<file path="config.mk">
export PLATFORM = sky130hd
export DESIGN_NAME = pulse_digitizer
export DESIGN_NICKNAME = d
export VERILOG_FILES = /design/src/rtl/dig_pkg.sv /design/src/rtl/dig_counter.sv /design/src/rtl/dig_window.sv /design/src/rtl/dig_shift_buf.sv /design/src/rtl/dig_p2s.sv /design/src/rtl/pulse_digitizer.sv
export SDC_FILE = /design/constraint.sdc
export NUM_CORES = 1
export LEC_CHECK = 0
export BUFFER_PORTS_ARGS = -buffer_cell sky130_fd_sc_hd__buf_2
export CORE_MARGIN = 3
export CORE_UTILIZATION = 55
export CTS_CLUSTER_DIAMETER = 60
export DETAILED_ROUTE_END_ITERATION = 10
export MAX_ROUTING_LAYER = met4
export PLACE_DENSITY = 0.84
export SYNTH_ARGS = -nofsm -noshare
export SYNTH_HDL_FRONTEND = slang
export SYNTH_HIERARCHICAL = 1
export SYNTH_SLANG_ARGS = --single-unit
</file>
<file path="constraint.sdc">
create_clock -name clk -period 4.45 [get_ports clk]
set_input_delay 0.89 -clock clk [delete_from_list [all_inputs] [get_ports clk]]
set_output_delay 0.89 -clock clk [all_outputs]
set_load 0.005 [all_outputs]
</file>
<file path="src/rtl/dig_pkg.sv">
package dig_pkg;
  // Width of the shared binary counter and of each output word.
  localparam int CNT_W = 15;

  typedef struct packed {
    logic             sat;
    logic [CNT_W-1:0] value;
  } stamp_t;
endpackage

</file>
<file path="src/rtl/dig_counter.sv">
module dig_counter #(
  parameter int W = 15
) (
  input  logic         clk,
  input  logic         rst_n,
  input  logic         clr_i,
  input  logic         inc_i,
  output logic [W-1:0] cnt_o,
  output logic         sat_o,
  output logic [W-1:0] acc_cnt_o,
  output logic         acc_sat_o
);
  localparam logic [W-1:0] TOP = '1;

  logic [W-1:0] cnt_q;
  logic         sat_q;
  logic         at_top;

  assign at_top    = (cnt_q == TOP);
  assign acc_cnt_o = (inc_i && !at_top) ? cnt_q + W'(1) : cnt_q;
  assign acc_sat_o = sat_q | (inc_i & at_top);
  assign cnt_o     = cnt_q;
  assign sat_o     = sat_q;

  always_ff @(posedge clk or negedge rst_n) begin
    if (!rst_n) begin
      cnt_q <= '0;
      sat_q <= 1'b0;
    end else if (clr_i) begin
      cnt_q <= '0;
      sat_q <= 1'b0;
    end else begin
      cnt_q <= acc_cnt_o;
      sat_q <= acc_sat_o;
    end
  end
endmodule

</file>
<file path="src/rtl/dig_window.sv">
module dig_window #(
  parameter int W = 16
) (
  input  logic         clk,
  input  logic         rst_n,
  input  logic         abort_i,
  input  logic         start_i,
  input  logic [W-1:0] len_i,
  output logic         active_o,
  output logic         last_o
);
  logic [W-1:0] rem_q;

  assign active_o = (rem_q != '0);
  assign last_o   = (rem_q == W'(1));

  always_ff @(posedge clk or negedge rst_n) begin
    if (!rst_n) begin
      rem_q <= '0;
    end else if (abort_i) begin
      rem_q <= '0;
    end else if (active_o) begin
      rem_q <= rem_q - W'(1);
    end else if (start_i && (len_i != '0)) begin
      rem_q <= len_i;
    end
  end
endmodule

</file>
<file path="src/rtl/dig_shift_buf.sv">
module dig_shift_buf #(
  parameter int DEPTH = 4,
  parameter int W     = 16
) (
  input  logic         clk,
  input  logic         rst_n,
  input  logic         flush_i,
  input  logic         push_i,
  input  logic [W-1:0] data_i,
  input  logic         pop_i,
  output logic [W-1:0] head_o,
  output logic         empty_o,
  output logic         drop_o
);
  localparam int CW = $clog2(DEPTH + 1);

  logic [W-1:0]  mem_q [DEPTH];
  logic [CW-1:0] fill_q;
  logic          full;
  logic          do_pop;
  logic          do_push;
  logic [CW-1:0] wr_idx;

  assign empty_o = (fill_q == '0);
  assign full    = (fill_q == CW'(DEPTH));
  assign do_pop  = pop_i && !empty_o;
  assign do_push = push_i && (!full || do_pop);
  assign drop_o  = push_i && !do_push;
  assign wr_idx  = do_pop ? fill_q - CW'(1) : fill_q;
  assign head_o  = mem_q[0];

  for (genvar i = 0; i < DEPTH; i++) begin : g_slot
    always_ff @(posedge clk or negedge rst_n) begin
      if (!rst_n) begin
        mem_q[i] <= '0;
      end else if (do_push && (wr_idx == CW'(i))) begin
        mem_q[i] <= data_i;
      end else if (do_pop) begin
        if (i == DEPTH - 1) mem_q[i] <= mem_q[i];
        else                mem_q[i] <= mem_q[(i + 1) % DEPTH];
      end
    end
  end

  always_ff @(posedge clk or negedge rst_n) begin
    if (!rst_n) begin
      fill_q <= '0;
    end else if (flush_i) begin
      fill_q <= '0;
    end else begin
      case ({do_push, do_pop})
        2'b10:   fill_q <= fill_q + CW'(1);
        2'b01:   fill_q <= fill_q - CW'(1);
        default: fill_q <= fill_q;
      endcase
    end
  end
endmodule

</file>
<file path="src/rtl/dig_p2s.sv">
module dig_p2s #(
  parameter int W = 15
) (
  input  logic         clk,
  input  logic         rst_n,
  input  logic         flush_i,
  input  logic         avail_i,
  input  logic [W-1:0] word_i,
  input  logic         ready_i,
  output logic         valid_o,
  output logic         data_o,
  output logic         done_o
);
  localparam int IW = $clog2(W);

  logic [IW-1:0] idx_q;
  logic          fire;
  logic          at_end;

  assign valid_o = avail_i;
  assign data_o  = word_i[IW'(W - 1) - idx_q];
  assign fire    = avail_i && ready_i;
  assign at_end  = (idx_q == IW'(W - 1));
  assign done_o  = fire && at_end;

  always_ff @(posedge clk or negedge rst_n) begin
    if (!rst_n) begin
      idx_q <= '0;
    end else if (flush_i) begin
      idx_q <= '0;
    end else if (fire) begin
      idx_q <= at_end ? '0 : idx_q + IW'(1);
    end
  end
endmodule

</file>
<file path="src/rtl/pulse_digitizer.sv">
module pulse_digitizer
  import dig_pkg::*;
#(
  parameter int DEPTH = 4,
  parameter int WIN_W = 16
) (
  input  logic             clk,
  input  logic             rst_n,
  input  logic             mode_i,
  input  logic             pulse_i,
  input  logic             ref_tick_i,
  input  logic             hit_i,
  input  logic             win_start_i,
  input  logic [WIN_W-1:0] win_len_i,
  output logic             ser_data_o,
  output logic             ser_sat_o,
  output logic             ser_valid_o,
  input  logic             ser_ready_i,
  output logic             ovf_o
);
  localparam int WORD_W = $bits(stamp_t);

  logic             mode_q;
  logic             mode_chg;
  logic             time_mode;
  logic             win_active;
  logic             win_last;
  logic [CNT_W-1:0] cnt;
  logic             sat;
  logic [CNT_W-1:0] acc_cnt;
  logic             acc_sat;
  logic             inc;
  logic             clr;
  logic             push;
  stamp_t           push_word;
  stamp_t           head;
  logic             empty;
  logic             drop;
  logic             pop;
  logic             ovf_q;

  assign mode_chg  = (mode_i != mode_q);
  assign time_mode = mode_q;

  // Source routing: exactly one event stream feeds the counter.
  assign inc = !mode_chg && (time_mode ? ref_tick_i : (pulse_i && win_active));
  assign clr = mode_chg ||
               (!time_mode && win_start_i && !win_active && (win_len_i != '0));

  assign push = !mode_chg && (time_mode ? hit_i : win_last);
  always_comb begin
    if (time_mode) begin
      push_word.sat   = sat;
      push_word.value = cnt;
    end else begin
      push_word.sat   = acc_sat;
      push_word.value = acc_cnt;
    end
  end

  always_ff @(posedge clk or negedge rst_n) begin
    if (!rst_n) begin
      mode_q <= 1'b0;
      ovf_q  <= 1'b0;
    end else begin
      mode_q <= mode_i;
      if (mode_chg)  ovf_q <= 1'b0;
      else if (drop) ovf_q <= 1'b1;
    end
  end

  dig_counter #(.W(CNT_W)) u_cnt (
    .clk       (clk),
    .rst_n     (rst_n),
    .clr_i     (clr),
    .inc_i     (inc),
    .cnt_o     (cnt),
    .sat_o     (sat),
    .acc_cnt_o (acc_cnt),
    .acc_sat_o (acc_sat)
  );

  dig_window #(.W(WIN_W)) u_win (
    .clk      (clk),
    .rst_n    (rst_n),
    .abort_i  (mode_chg),
    .start_i  (win_start_i && !time_mode),
    .len_i    (win_len_i),
    .active_o (win_active),
    .last_o   (win_last)
  );

  dig_shift_buf #(.DEPTH(DEPTH), .W(WORD_W)) u_buf (
    .clk     (clk),
    .rst_n   (rst_n),
    .flush_i (mode_chg),
    .push_i  (push),
    .data_i  (push_word),
    .pop_i   (pop && !mode_chg),
    .head_o  (head),
    .empty_o (empty),
    .drop_o  (drop)
  );

  dig_p2s #(.W(CNT_W)) u_p2s (
    .clk     (clk),
    .rst_n   (rst_n),
    .flush_i (mode_chg),
    .avail_i (!empty),
    .word_i  (head.value),
    .ready_i (ser_ready_i),
    .valid_o (ser_valid_o),
    .data_o  (ser_data_o),
    .done_o  (pop)
  );

  assign ser_sat_o = head.sat;
  assign ovf_o     = ovf_q;
endmodule

</file>
; ---- Word level (Yosys, flattened, before mapping)
; Cells that the tools add are included.
; Widths: inputs -> output; s select.
[totals]
ff_bits = 105
latchBits = 0
ram_bits = 0
romBits = 0
out_inout_bits = 4
word_cells = 93
n_memories = 0
[op_classes]
add_sub_neg = 6
multipliers = 0
div = 0
magnitude_cmp = 1
n_eq_ne = 10
shifts = 0
muxes = 25
bitwise_logic = 2
reduce_logical = 38
[op_table]
columns = cell, n
row1 = $mux 16, 10
row2 = $reduce_bool 16->1, 2
row3 = $mux 15, 2
row4 = $logic_and 1x1->1, 18
row5 = $eq 16x1->1 const B, 1
row6 = $sub 16x1->16 const B, 1
row7 = $add 15x1->15 const B, 1
row8 = $eq 15x15->1 const B, 1
row9 = $mux 4, 3
row10 = $reduce_bool 2->1, 5
row11 = $logic_not 1->1, 7
row12 = $eq 3x2->1 const B, 2
row13 = $logic_not 3->1, 2
row14 = $mux 1, 6
row15 = $mux 3, 2
row16 = $pmux 3 s2, 1
row17 = $reduce_bool 3->1, 2
row18 = $lt 4x5->1 const B, 1
row19 = $add 4x1->4 const B, 1
row20 = $bmux 1 s4, 1
row21 = $eq 4x4->1 const B, 1
row22 = $sub 4x4->4 const A, 1
row23 = $add 3x1->3 const B, 1
row24 = $eq 3x1->1 const B, 1
row25 = 8 further kinds, 9

; ---- Longest topological paths before layout
; Gate-level depths: netlist of run 1.
[depth]
depth_word = 12
ltp_mapped = 16

; ---- Modules after synthesis
; Netlist of run 1, hierarchy kept.
[modules_own_cells]
columns = mod, n_inst, cells_each, area_each_um2, seq_area_each_um2
row1 = dig_shift_buf, 1, 259, 3540.9, 1676.6
row2 = dig_window, 1, 123, 1092.3, 400.4
row3 = dig_counter, 1, 100, 1021.0, 400.4
row4 = dig_p2s, 1, 40, 405.4, 100.1
row5 = pulse_digitizer, 1, 41, 375.4, 50.0

; ---- Worst setup path after synthesis of run 1
; No wires, ideal clock.
[synth_path]
path_kind = register -> register
startpoint = register u_win.rem_q[9]
endpoint = register u_buf/mem_q[10] (netlist bit)
arrival_time_ns = 3.155
required_ns = 4.325
path_slack_ns = 1.171
stages_incl_launch_ff = 14
path_buffers = 4
period_less_slack_ns = 3.279
cell_sequence = dfrtp_1 or4_1 buf_2 nor4_1 and4b_1 nand2_1 nand2_1 clkbuf_1 inv_1 a211oi_4 o21a_1 buf_4 buf_8 mux2_2
[synth_lines]
columns = item, line
row1 = from (decl), dig_window.sv:12  ; logic [W-1:0] rem_q;
row2 = from (signal assigned), dig_window.sv:23  ; rem_q <= rem_q - W'(1);
row3 = from (signal assigned), dig_window.sv:25  ; rem_q <= len_i;
row4 = $eq 16x1->1, dig_window.sv:15  ; assign last_o = (rem_q == W'(1));
row5 = net win_last, pulse_digitizer.sv:27  ; logic win_last;
row6 = $mux 1, pulse_digitizer.sv:50  ; assign push = !mode_chg && (time_mode ? hit_i : win_last);
row7 = $logic_and 1x1->1, pulse_digitizer.sv:50
row8 = net push, pulse_digitizer.sv:34  ; logic push;
row9 = $logic_and 1x1->1, dig_shift_buf.sv:27  ; assign do_push = push_i && (!full || do_pop);
row10 = $logic_and 1x1->1, dig_shift_buf.sv:36  ; end else if (do_push && (wr_idx == CW'(i))) begin
row11 = "to (signal, indexed assignment)", dig_shift_buf.sv:37  ; mem_q[i] <= data_i;
row12 = "to (signal, indexed assignment)", dig_shift_buf.sv:39  ; if (i == DEPTH - 1) mem_q[i] <= mem_q[i];
row13 = "to (signal, indexed assignment)", dig_shift_buf.sv:40  ; else mem_q[i] <= mem_q[(i + 1) % DEPTH];
row14 = to (decl), dig_shift_buf.sv:17  ; logic [W-1:0] mem_q [DEPTH];
; The timed path passes the listed nets, and every way through them passes these cells.
; A chain may end at the register's enable or synchronous reset.

; ---- Final worst setup path of run 1
[layout_path]
startpoint = register u_buf.fill_q[1]
endpoint = register u_buf/mem_q[14] (netlist bit)
[layout_via]
elab_chain_len = 9
[layout_lines]
columns = item, line
row1 = from (decl), dig_shift_buf.sv:18  ; logic [CW-1:0] fill_q;
row2 = from (signal assigned), dig_shift_buf.sv:52  ; 2'b10: fill_q <= fill_q + CW'(1);
row3 = from (signal assigned), dig_shift_buf.sv:53  ; 2'b01: fill_q <= fill_q - CW'(1);
row4 = from (signal assigned), dig_shift_buf.sv:54  ; default: fill_q <= fill_q;
row5 = $logic_not 3->1 (*), dig_shift_buf.sv:24  ; assign empty_o = (fill_q == '0);
row6 = net empty, pulse_digitizer.sv:37  ; logic empty;
row7 = $logic_not 1->1 (*), pulse_digitizer.sv:109  ; .avail_i (!empty),
row8 = $logic_and 1x1->1 (*), dig_p2s.sv:22  ; assign fire = avail_i && ready_i;
row9 = $logic_and 1x1->1 (*), dig_p2s.sv:24  ; assign done_o = fire && at_end;
row10 = net pop, pulse_digitizer.sv:39  ; logic pop;
row11 = $logic_and 1x1->1 (*), pulse_digitizer.sv:99  ; .pop_i (pop && !mode_chg),
row12 = $logic_and 1x1->1 (*), dig_shift_buf.sv:26  ; assign do_pop = pop_i && !empty_o;
row13 = $mux 3 / $logic_or 1x1->1 (equally long branches), "dig_shift_buf.sv:29, dig_shift_buf.sv:27"
row14 = $eq 3x2->1 / $logic_and 1x1->1 (equally long branches), "dig_shift_buf.sv:36, dig_shift_buf.sv:27"
row15 = $logic_and 1x1->1 (*), dig_shift_buf.sv:36
; The timed path passes the listed nets; every way through them passes the cells marked *.

==> flow_metrics.py, run 1 <==
metrics = {
    "sta": {
        "fin_skew_ps": 7.62,
        "fin_setup_tns_ps": 0,
        "postLayoutSetupSlackWorst_ps": 530,
        "timing.final.crit_share": 0.881,
        "timing.max_slew.rel_slack": 0.369,
        "clock.fmax_mhz": 255,
        "timing_max_transition_violations_final": 0,
        "report.final.setup_viol": 0,
        "hold_violations": 0,
        "worstMarginPinSlew_ps": 946,
        "finalHoldWorstSlack_ps": 398,
        "rsz0062_at_grt": "no",
        "final_critical_path_required_period_ps": 3920,
    },
    "route": {
        "viasPerCell": 6.10,
        "vias_after_detailed_routing": 4347,
        "per_cell_routed_wire_length_um": 17.9,
        "ant_nets": 0,
        "drc": 0,
        "first_iter_violations": 316,
        "detail_route.wirelength_um": 12800,
        "firstDrtPassIters": 4,
    },
    "clock_network": {
        "cts.root.buffer_cell": "clkbuf_16",
        "cts-resized-gates": 0,
        "numCtsBuffers": 9,
        "clock_insertion_delay_worst_skew_ps": 350,
        "clock_sinks": 105,
        "cts_htree_levels": 3,
        "holdBufCountCts": 0,
        "clock_pin_slew_worst_setup_and_hold_paths_ps": 70,
        "tritoncts_clock_tree": "built",
        "cts_setup_buffers": 0,
        "ctsLongestPathBuffers": 2,
    },
    "final_layout": {
        "num_antenna_cells": 0,
        "final_core_util": 0.609,
        "layout.cells.most_common_list": "mux2_2, dfrtp_1, a21oi_1",
        "design.final.nets": 602,
        "n_fill_cell": 854,
        "layout_commonest_cell": "mux2_2",
        "share_of_cells_above_drive_strength_1": 0.377,
        "syn2layout_area_growth_pct": 5.29,
    },
    "floorplanning": {
        "die_x_um": 114,
        "boundaryPins": 28,
        "die_h_um": 114,
        "initial_core_util": 0.578,
        "core_um2": 11100,
        "design.die.area_um2": 13000,
        "rows": 38,
    },
    "pwr": {
        "fin_total_pwr_mw": 2.48,
        "clock_power_share": 0.310,
        "combinationalPowerShare": 0.248,
        "p_seq_frac": 0.443,
        "p_int_mw": 1.66,
        "leakagePower_nw": 3.26,
        "sw_frac_of_total": 0.331,
        "power.density_nw_per_um2": 366,
        "worst_ir_drop_vdd_mv": 0.451,
        "total_switching_power_mw": 0.822,
    },
    "critical_path": {
        "logic_depth_of_the_worst_register_to_register_path": 14,
        "path_max_fanout": 16,
        "reg2reg_slack_ps": 530,
        "worst_path_most_repeated_cell": "inv_1",
        "startpoint_type": "flop",
        "worstSetupEndpointType": "flop",
        "cpMaxStageDelayCell": "dfrtp_1",
        "crit-reg2reg-capture": "u_buf/mem_q[14]",
        "list_of_cells_traversed_by_the_critical_path": "inv_1, ha_1, nand2b_1, inv_2, inv_1, nand2_1, nor2_1, inv_1, nor2_1, nand2_1, a211oi_4, o21a_1, buf_4, mux2_2",
        "timing.critical_path.from": "u_buf/fill_q[1]",
        "critical-path-max-stage-delay_ps": 490,
        "arrival_ps": 4150,
        "worst-setup-path-type": "reg2reg",
        "cp-endpoint": "u_buf/mem_q[14]",
        "r2r-start": "u_buf/fill_q[1]",
        "timing.critical_path.required_ps": 4680,
    },
    "grt": {
        "grtUsageTotal": 0.209,
        "overflow": 0,
        "antenna_found_initial": 0,
        "grt_first_pass_wirelength_um": 21300,
        "first_global_vias": 4305,
        "grt_start_max_net_pins": 65,
    },
    "placement": {
        "place.port_buffers": 27,
        "worst_setup_timing_slack_at_the_placement_stage_ps": 565,
        "detailed_place_hpwl_um": 8670,
        "place_congestion": 0.939,
    },
    "yosys": {
        "ys.warnings.count": 6,
        "syn_avg_cell_area_um2": 11.4,
        "synthFlopType": "dfrtp_1",
        "synth-edff-count": 0,
        "ys_async_sr_fraction": 1.00,
        "synth.ff_latch_count": 105,
        "syn-num-nets": 597,
        "seq_area_frac_synth": 0.408,
        "netlist-cell-type-count": 69,
        "syn-instance-count": 563,
        "synthesis.area_um2": 6430,
    },
    "job": {
        "max-cap-violations": 0,
    },
    "run_status": {
        "outcome": "finished, final reports clean",
    },
    "min_path": {
        "worst_hold_path_class": "in2async",
    },
}
## layer usage
layer	vias to the layer above	global-route usage	wire length, um
met5	-	-	0
met4	0	0.0602	201
met3	16	0.0418	407
met2	87	0.351	6620
met1	2176	0.256	5530
li1	2068	-	-
## cells by family after synthesis
group,count (synthesis),share of synthesized area
simple gates,158,0.145
mux,145,0.263
flops,105,0.408
compound gates,72,0.0766
buf+inv,55,0.0597
xor+xnor,18,0.0274
fa+ha+maj,10,0.0194
## area by class of cell
cell class	count	area, um2	share of cell area
sequential	105	2630	0.388
tap	140	175	0.0259
multi-input combinational	403	3430	0.506
inverter	12	45.0	0.00665
clock buffer	9	225	0.0332
timing repair buffer	37	213	0.0314
clock inverter	7	63.8	0.00942
## cells in the mapped netlist, drive strengths merged (2+ instances only)
cell type  number  share of area
xor2            8          0.014
o41ai           2         0.0056
xnor2          10          0.014
nand2b          5         0.0052
buf            35          0.046
clkbuf          6         0.0037
nor2b          13          0.013
nand3          22          0.017
o211ai          2         0.0023
nand4b          2         0.0027
mux4            3          0.012
o31a            2         0.0029
o21ai          11          0.010
mux2i           4         0.0062
a31oi           5         0.0049
ha             10          0.019
and4            4         0.0054
nor3b           3         0.0035
a31o            2         0.0027
inv            12         0.0070
and3            4         0.0047
or2             2         0.0019
a211oi         13          0.017
nor3           17          0.014
nand2          27          0.016
nor2           24          0.015
or4             4         0.0058
mux2          138           0.24
dfrtp         105           0.41
nand4           7          0.012
o21a            2         0.0023
nor4           17          0.019
a21oi          27          0.021
## critical path: cells and delay by family, from the launching register on
family	cells	cell delay, ps
and+or+nand+nor	5	1330
buffers and inverters	5	720
AOI/OAI and AO/OA	2	590
DFF	1	490
muxes	1	380
adders and majority gates	1	290
## registers in the layout, summed over array words and instances (netlist names)
signal	count
u_buf/head_o	16
u_cnt/sat_o	1
u_buf/fill_q	3
u_win/rem_q	16
ovf_o	1
u_p2s/idx_q	4
u_buf/mem_q	48
u_cnt/cnt_o	15
mode_q	1
## per-stage QoR
step                      instances  instance area (um2)
after detailed placement        697                 6490
final                           713                 6780
after CTS                       713                 6780
after global placement          697                 6490
after global routing            713                 6780
after floorplan                 563                 6430
## power groups by stage
stage               Combinational (mW)  Sequential, mW  Clock (mW)
detailed placement               0.596            1.11           0
CTS                              0.605            1.09       0.794
global route                     0.674            1.10       0.828
finish                           0.615            1.10       0.768
floorplan                        0.493            1.09           0
global placement                 0.576            1.10           0
## worst min-delay path by stage
stage	from	end	slack, ps	cells after the start
final	rst_n	u_win/rem_q[12]	400	1
after global placement	ovf_o	ovf_o	470	2
after detailed placement	ovf_o	ovf_o	480	2
after CTS	rst_n	u_win/rem_q[12]	400	1
after global routing	rst_n	u_win/rem_q[10]	400	1
after floorplan	u_buf/mem_q[0]	u_buf/mem_q[0]	480	1
Note: power is estimated with default switching activity, not from simulation.
==> inputs of run 2 (changes only) <==
CELL_PAD_IN_SITES_DETAIL_PLACEMENT = 0   (was not set)
CELL_PAD_IN_SITES_GLOBAL_PLACEMENT = 2   (was not set)
CORE_UTILIZATION = 43   (was 55)
PLACE_DENSITY = 0.93   (was 0.84)
==> run 2 against run 1 <==
Against the previous run: wire length fell by 0.76%; sequential share of layout area fell by 0.19 points; via count down 2.9%; register-to-register slack better by 170 ps; fmax rose by 4.5%; worst setup slack improved by 170 ps; worst hold slack improved by 74 ps; clock-buffer cell count up 2; first-iteration DRC count is 33% lower; critical path depth fell by 2; critical endpoint is now u_buf/head_o[3]; largest cell class unchanged; largest power group unchanged; highest routed layer unchanged.
==> flow_metrics.py, run 2 (synthesis gave the netlist of run 1 again) <==
metrics = {
    "final_layout": {
        "n_fill_cell": 1294,
        "layout_commonest_cell": "mux2_2",
        "design.final.nets": 599,
        "top_register": "u_buf/mem_q",
        "multiInputGateArea_um2": 3430,
        "layout.cells.most_common_list": "mux2_2, dfrtp_1, a21oi_1",
        "num_antenna_cells": 0,
        "finish.instance_area_um2": 6810,
        "largest_register_ffs": 48,
        "syn2layout_area_growth_pct": 5.81,
        "share_of_cells_above_drive_strength_1": 0.374,
        "final-seq-area_um2": 2630,
    },
    "floorplanning": {
        "initial_core_util": 0.441,
        "die_x_um": 128,
        "die_h_um": 128,
        "rows": 44,
        "core_um2": 14600,
        "design.die.area_um2": 16500,
        "boundaryPins": 28,
    },
    "critical_path": {
        "reg2reg_slack_ps": 700,
        "timing.critical_path.required_ps": 4690,
        "cpMaxStageDelayCell": "o21ai_2",
        "critical-path-max-stage-delay_ps": 780,
        "cp_num_buf_inv": 4,
        "arrival_ps": 3990,
        "logic_depth_of_the_worst_register_to_register_path": 12,
        "worst_path_most_repeated_cell": "inv_1",
        "critical-path-top-delay-family": "simple AND/OR/NAND/NOR gates",
        "crit-reg2reg-capture": "u_buf/head_o[3]",
        "r2r-start": "u_buf/fill_q[0]",
        "list_of_cells_traversed_by_the_critical_path": "inv_1, ha_1, nand2b_1, inv_2, inv_1, nand2_1, nor2_1, inv_1, nor2_2, a211oi_1, o21ai_2, mux2_2",
        "worstSetupPathDepth": 12,
        "startpoint_type": "flop",
        "worst-setup-path-type": "reg2reg",
        "path_max_fanout": 16,
        "worstSetupEndpointType": "flop",
    },
    "route": {
        "firstDrtPassIters": 4,
        "first_iter_violations": 212,
        "per_cell_routed_wire_length_um": 16.8,
        "detail_route.wirelength_um": 12700,
        "ant_nets": 0,
        "vias_after_detailed_routing": 4223,
        "viasPerCell": 5.60,
        "drc": 0,
    },
    "grt": {
        "grtUsageTotal": 0.170,
        "first_global_vias": 4351,
        "overflow": 0,
        "grt_first_pass_wirelength_um": 21800,
        "antenna_found_initial": 0,
        "grt_start_max_net_pins": 49,
    },
    "sta": {
        "hold_violations": 0,
        "fin_skew_ps": 7.84,
        "worstMarginPinSlew_ps": 980,
        "final_critical_path_required_period_ps": 3750,
        "clock.fmax_mhz": 267,
        "fin_setup_tns_ps": 0,
        "timing.max_slew.rel_slack": 0.347,
        "timing.final.crit_share": 0.843,
        "rsz0062_at_grt": "no",
        "report.final.setup_viol": 0,
        "timing_max_transition_violations_final": 0,
    },
    "placement": {
        "place.port_buffers": 27,
        "detailed_place_hpwl_um": 8810,
        "post_place_cell_area_um2": 6520,
        "place_congestion": 0.908,
    },
    "pwr": {
        "combinationalPowerShare": 0.247,
        "sw_frac_of_total": 0.328,
        "leakagePower_nw": 3.24,
        "total_switching_power_mw": 0.815,
        "p_int_mw": 1.67,
        "worst_ir_drop_vdd_mv": 0.278,
        "p_seq_frac": 0.439,
        "clock_power_share": 0.314,
        "power.density_nw_per_um2": 365,
    },
    "clock_network": {
        "tritoncts_clock_tree": "built",
        "clock_insertion_delay_worst_skew_ps": 350,
        "numCtsBuffers": 9,
        "ctsLongestPathBuffers": 2,
        "cts_htree_levels": 3,
        "holdBufCountCts": 0,
        "clock_pin_slew_worst_setup_and_hold_paths_ps": 70,
        "cts.root.buffer_cell": "clkbuf_16",
        "clock_sinks": 105,
    },
    "min_path": {
        "worst_hold_path_class": "in2async",
    },
    "job": {
        "max-cap-violations": 0,
    },
    "run_status": {
        "outcome": "finished, final reports clean",
    },
}
[run 2: power by group through the flow]
stage	Clock, mW	Sequential [mW]	Combinational (mW)
after floorplan	0	1.09	0.493
after global placement	0	1.10	0.599
after CTS	0.807	1.09	0.617
final	0.780	1.09	0.615
after detailed placement	0	1.11	0.610
after global routing	0.838	1.10	0.694
[run 2: timing repair]
action | CTS | global route
hold endpoints to repair | 0 | 0
setup endpoints to repair | 0 | 45
gates resized for setup | 0 | 1
setup buffers | 0 | 0
[run 2: metrics by stage]
step	hold WS [ps]	util	total power, mW	setup slack [ps]	instances
floorplan	477	-	1.58	1170	563
global placement	480	0.447	1.70	609	738
detailed placement	493	0.447	1.72	446	738
CTS	479	0.467	2.51	453	754
global route	499	0.467	2.63	239	754
finish	472	0.467	2.49	698	754
[run 2: cell type report]
cell class              count  area share
flip-flops and latches    105       0.386
clock inverters             5     0.00662
clock buffers              11      0.0356
well taps                 184      0.0338
multi-input cells         403       0.503
repair buffers             34      0.0279
inverters                  12     0.00662
[run 2: worst max-delay path by stage]
| stage | from | end | slack [ps] |
|---|---|---|---|
| 6_report | u_buf/fill_q[0] | u_buf/head_o[3] | 700 |
| 5_1_grt | u_buf/fill_q[0] | u_buf/head_o[1] | 240 |
| 4_1_cts | u_buf/fill_q[0] | u_buf/mem_q[4] | 450 |
| 3_5_place_dp | u_buf/fill_q[0] | u_buf/head_o[13] | 450 |
| 3_3_place_gp | u_buf/fill_q[1] | u_buf/mem_q[8] | 610 |
| 2_1_floorplan | u_win/rem_q[9] | u_buf/mem_q[10] | 1170 |
[run 2: per-layer routing]
layer  vias up  routed length, um  share of wire  global-route usage
met1      2081               6100           0.48               0.226
met3        19                329          0.026              0.0228
met2        61               5980           0.47               0.260
li1       2062                  -              -                   -
met5         -                  0              0                   -
met4         0                250          0.020              0.0718
[run 2: worst reg2reg max path: cells and delay by family (launching register included)]
family | cells | cell delay [ps]
AO/OA/AOI/OAI | 2 | 980
adder cells (fa/ha/maj) | 1 | 330
buffers and inverters | 4 | 470
flip-flops | 1 | 440
multiplexers | 1 | 430
AND/OR/NAND/NOR | 4 | 990
==> inputs of run 3 (changes only) <==
clock period = 3.7 ns   (was 4.45 ns; I/O delays follow)
==> run 3 against run 2 <==
Against the previous run: global-route usage decreased by 0.39 points; worst setup slack got worse by 460 ps; largest cell class unchanged; sequential cell count unchanged; register-to-register slack got worse by 460 ps; clock-buffer cell count decreased by 2; final cell count increased by 0.80%; non-clock buffer count increased by 6; sequential power increased by 20%.
==> flow_metrics.py, run 3 (synthesis gave the netlist of run 1 again) <==
metrics = {
    "run_status": {
        "outcome": "finished, final reports clean",
    },
    "route": {
        "ant_nets": 0,
        "vias_after_detailed_routing": 4172,
        "first_iter_violations": 249,
        "per_cell_routed_wire_length_um": 16.8,
        "drc": 0,
        "top_layer": "met4",
        "detail_route.wirelength_um": 12800,
        "routed-wl-met2_um": 5970,
        "post_route_m1_wl_um": 6340,
        "wl_met3_um": 312,
        "firstDrtPassIters": 4,
        "viasPerCell": 5.49,
    },
    "sta": {
        "timing.final.crit_share": 0.935,
        "final_critical_path_required_period_ps": 3460,
        "report.final.setup_viol": 0,
        "timing_max_transition_violations_final": 0,
        "fin_skew_ps": 12.1,
        "clock.fmax_mhz": 289,
        "rsz0062_at_grt": "no",
        "worstMarginPinSlew_ps": 1010,
        "timing.max_slew.rel_slack": 0.327,
        "fin_setup_tns_ps": 0,
        "hold_violations": 0,
        "finalHoldWorstSlack_ps": 452,
    },
    "pwr": {
        "sw_frac_of_total": 0.333,
        "clock_power_share": 0.323,
        "fin_total_pwr_mw": 3.06,
        "p_int_mw": 2.04,
        "p_seq_frac": 0.429,
        "total_switching_power_mw": 1.02,
        "worst_ir_drop_vdd_mv": 0.223,
        "leakagePower_nw": 3.29,
        "power.density_nw_per_um2": 443,
        "combinationalPowerShare": 0.248,
    },
    "placement": {
        "place_congestion": 0.830,
        "detailed_place_hpwl_um": 8880,
        "dpl.cell_count": 744,
        "post_place_cell_area_um2": 6580,
        "place.port_buffers": 27,
    },
    "clock_network": {
        "clock_insertion_delay_worst_skew_ps": 360,
        "cts.root.buffer_cell": "clkbuf_16",
        "holdBufCountCts": 0,
        "cts_htree_levels": 3,
        "ctsLongestPathBuffers": 2,
        "clock_pin_slew_worst_setup_and_hold_paths_ps": 80,
        "numCtsBuffers": 9,
        "clock_sinks": 105,
        "tritoncts_clock_tree": "built",
    },
    "critical_path": {
        "worst_path_most_repeated_cell": "inv_1",
        "critical-path-max-stage-delay_ps": 770,
        "arrival_ps": 3700,
        "path_max_fanout": 16,
        "worstSetupEndpointType": "flop",
        "timing.critical_path.required_ps": 3940,
        "startpoint_type": "flop",
        "list_of_cells_traversed_by_the_critical_path": "inv_1, ha_1, nand2b_1, inv_2, inv_1, nand2_1, nor2_1, inv_1, nor2_1, buf_4, inv_1, nor3_1, o21ai_2, mux2_2",
        "cpMaxStageDelayCell": "o21ai_2",
        "logic_depth_of_the_worst_register_to_register_path": 14,
        "worst-setup-path-type": "reg2reg",
    },
    "final_layout": {
        "n_fill_cell": 1293,
        "finish.instance_area_um2": 6900,
        "num_antenna_cells": 0,
        "top_register": "u_buf/mem_q",
        "syn2layout_area_growth_pct": 7.27,
        "share_of_cells_above_drive_strength_1": 0.380,
        "layout.cells.most_common_list": "mux2_2, dfrtp_1, a21oi_1",
        "post_layout_nonfiller_instances": 760,
        "design.final.nets": 605,
        "layout_commonest_cell": "mux2_2",
        "largest_register_ffs": 48,
    },
    "grt": {
        "overflow": 0,
        "grt_first_pass_wirelength_um": 21200,
        "grtUsageTotal": 0.166,
        "antenna_found_initial": 0,
        "grt_start_max_net_pins": 62,
        "first_global_vias": 4177,
    },
    "min_path": {
        "worst_hold_path_class": "in2async",
    },
    "floorplanning": {
        "boundaryPins": 28,
        "die_h_um": 128,
        "design.die.area_um2": 16500,
        "core_um2": 14600,
        "initial_core_util": 0.441,
        "rows": 44,
        "die_x_um": 128,
    },
    "job": {
        "max-cap-violations": 0,
    },
}
==> run 3: changes by cell type in the layout (fill, tap and decap cells not counted) <==
cell / before / now
clkinvlp_4: 1 / 0
o21ai_2: 3 / 2
clkbuf_8: 1 / 0
buf_4: 8 / 13
buf_12: 0 / 1
nor2_2: 1 / 0
clkbuf_1: 1 / 0
clkinv_8: 0 / 4
clkinv_4: 1 / 0
o21ai_4: 0 / 1
nor2_1: 22 / 23
==> run 3: cell type report <==
type | instances | area (um2) | area share
inverter | 12 | 45.0 | 0.00653
timing repair buffer | 40 | 248 | 0.0359
clock buffer | 9 | 225 | 0.0326
tap | 184 | 230 | 0.0334
sequential | 105 | 2630 | 0.381
clock inverter | 7 | 93.8 | 0.0136
multi-input combinational | 403 | 3430 | 0.497
==> run 3: timing repair <==
action	4_1_cts	5_1_grt
gates resized for setup	0	1
setup buffers	0	0
endpoints found under the setup margin	0	12
==> run 3: routing by layer <==
| metal | track usage | vias up |
|---|---|---|
| met2 | 0.250 | 49 |
| met4 | 0.0431 | 0 |
| li1 | - | 2077 |
| met1 | 0.231 | 2036 |
| met5 | - | - |
| met3 | 0.0320 | 10 |
==> run 3: critical path, delay by kind of cell, from the launching register on <==
family          cells  cell delay, ps
fa+ha+maj           1             340
mux                 1             420
simple gates        5             550
compound gates      1             770
flops               1             440
buf+inv             6             830
==> run 3: final timing paths <==
| check | start | to | slack (ps) |
|---|---|---|---|
| min in group clk | ovf_o | ovf_o | 500 |
| setup reg to reg | u_buf/fill_q[0] | u_buf/head_o[14] | 240 |
| max in group asynchronous | rst_n | u_win/rem_q[5] | 2510 |
| setup / recovery | u_buf/fill_q[0] | u_buf/head_o[14] | 240 |
| hold / removal | rst_n | u_buf/mem_q[40] | 450 |
| hold reg to reg | ovf_o | ovf_o | 500 |
==> run 3: through the flow <==
step	utilization	setup slack [ps]
final	0.473	240
after global routing	0.473	4.76
after CTS	0.473	189
after detailed placement	0.451	219
after global placement	0.451	290
after floorplan	-	421
==> run 3: power groups by stage <==
| stage | sequential (mW) | combinational, mW | clock [mW] |
|---|---|---|---|
| finish | 1.31 | 0.759 | 0.988 |
| global route | 1.32 | 0.853 | 1.06 |
| CTS | 1.31 | 0.766 | 1.02 |
| detailed placement | 1.33 | 0.761 | 0 |
| global placement | 1.33 | 0.756 | 0 |
| floorplan | 1.31 | 0.593 | 0 |
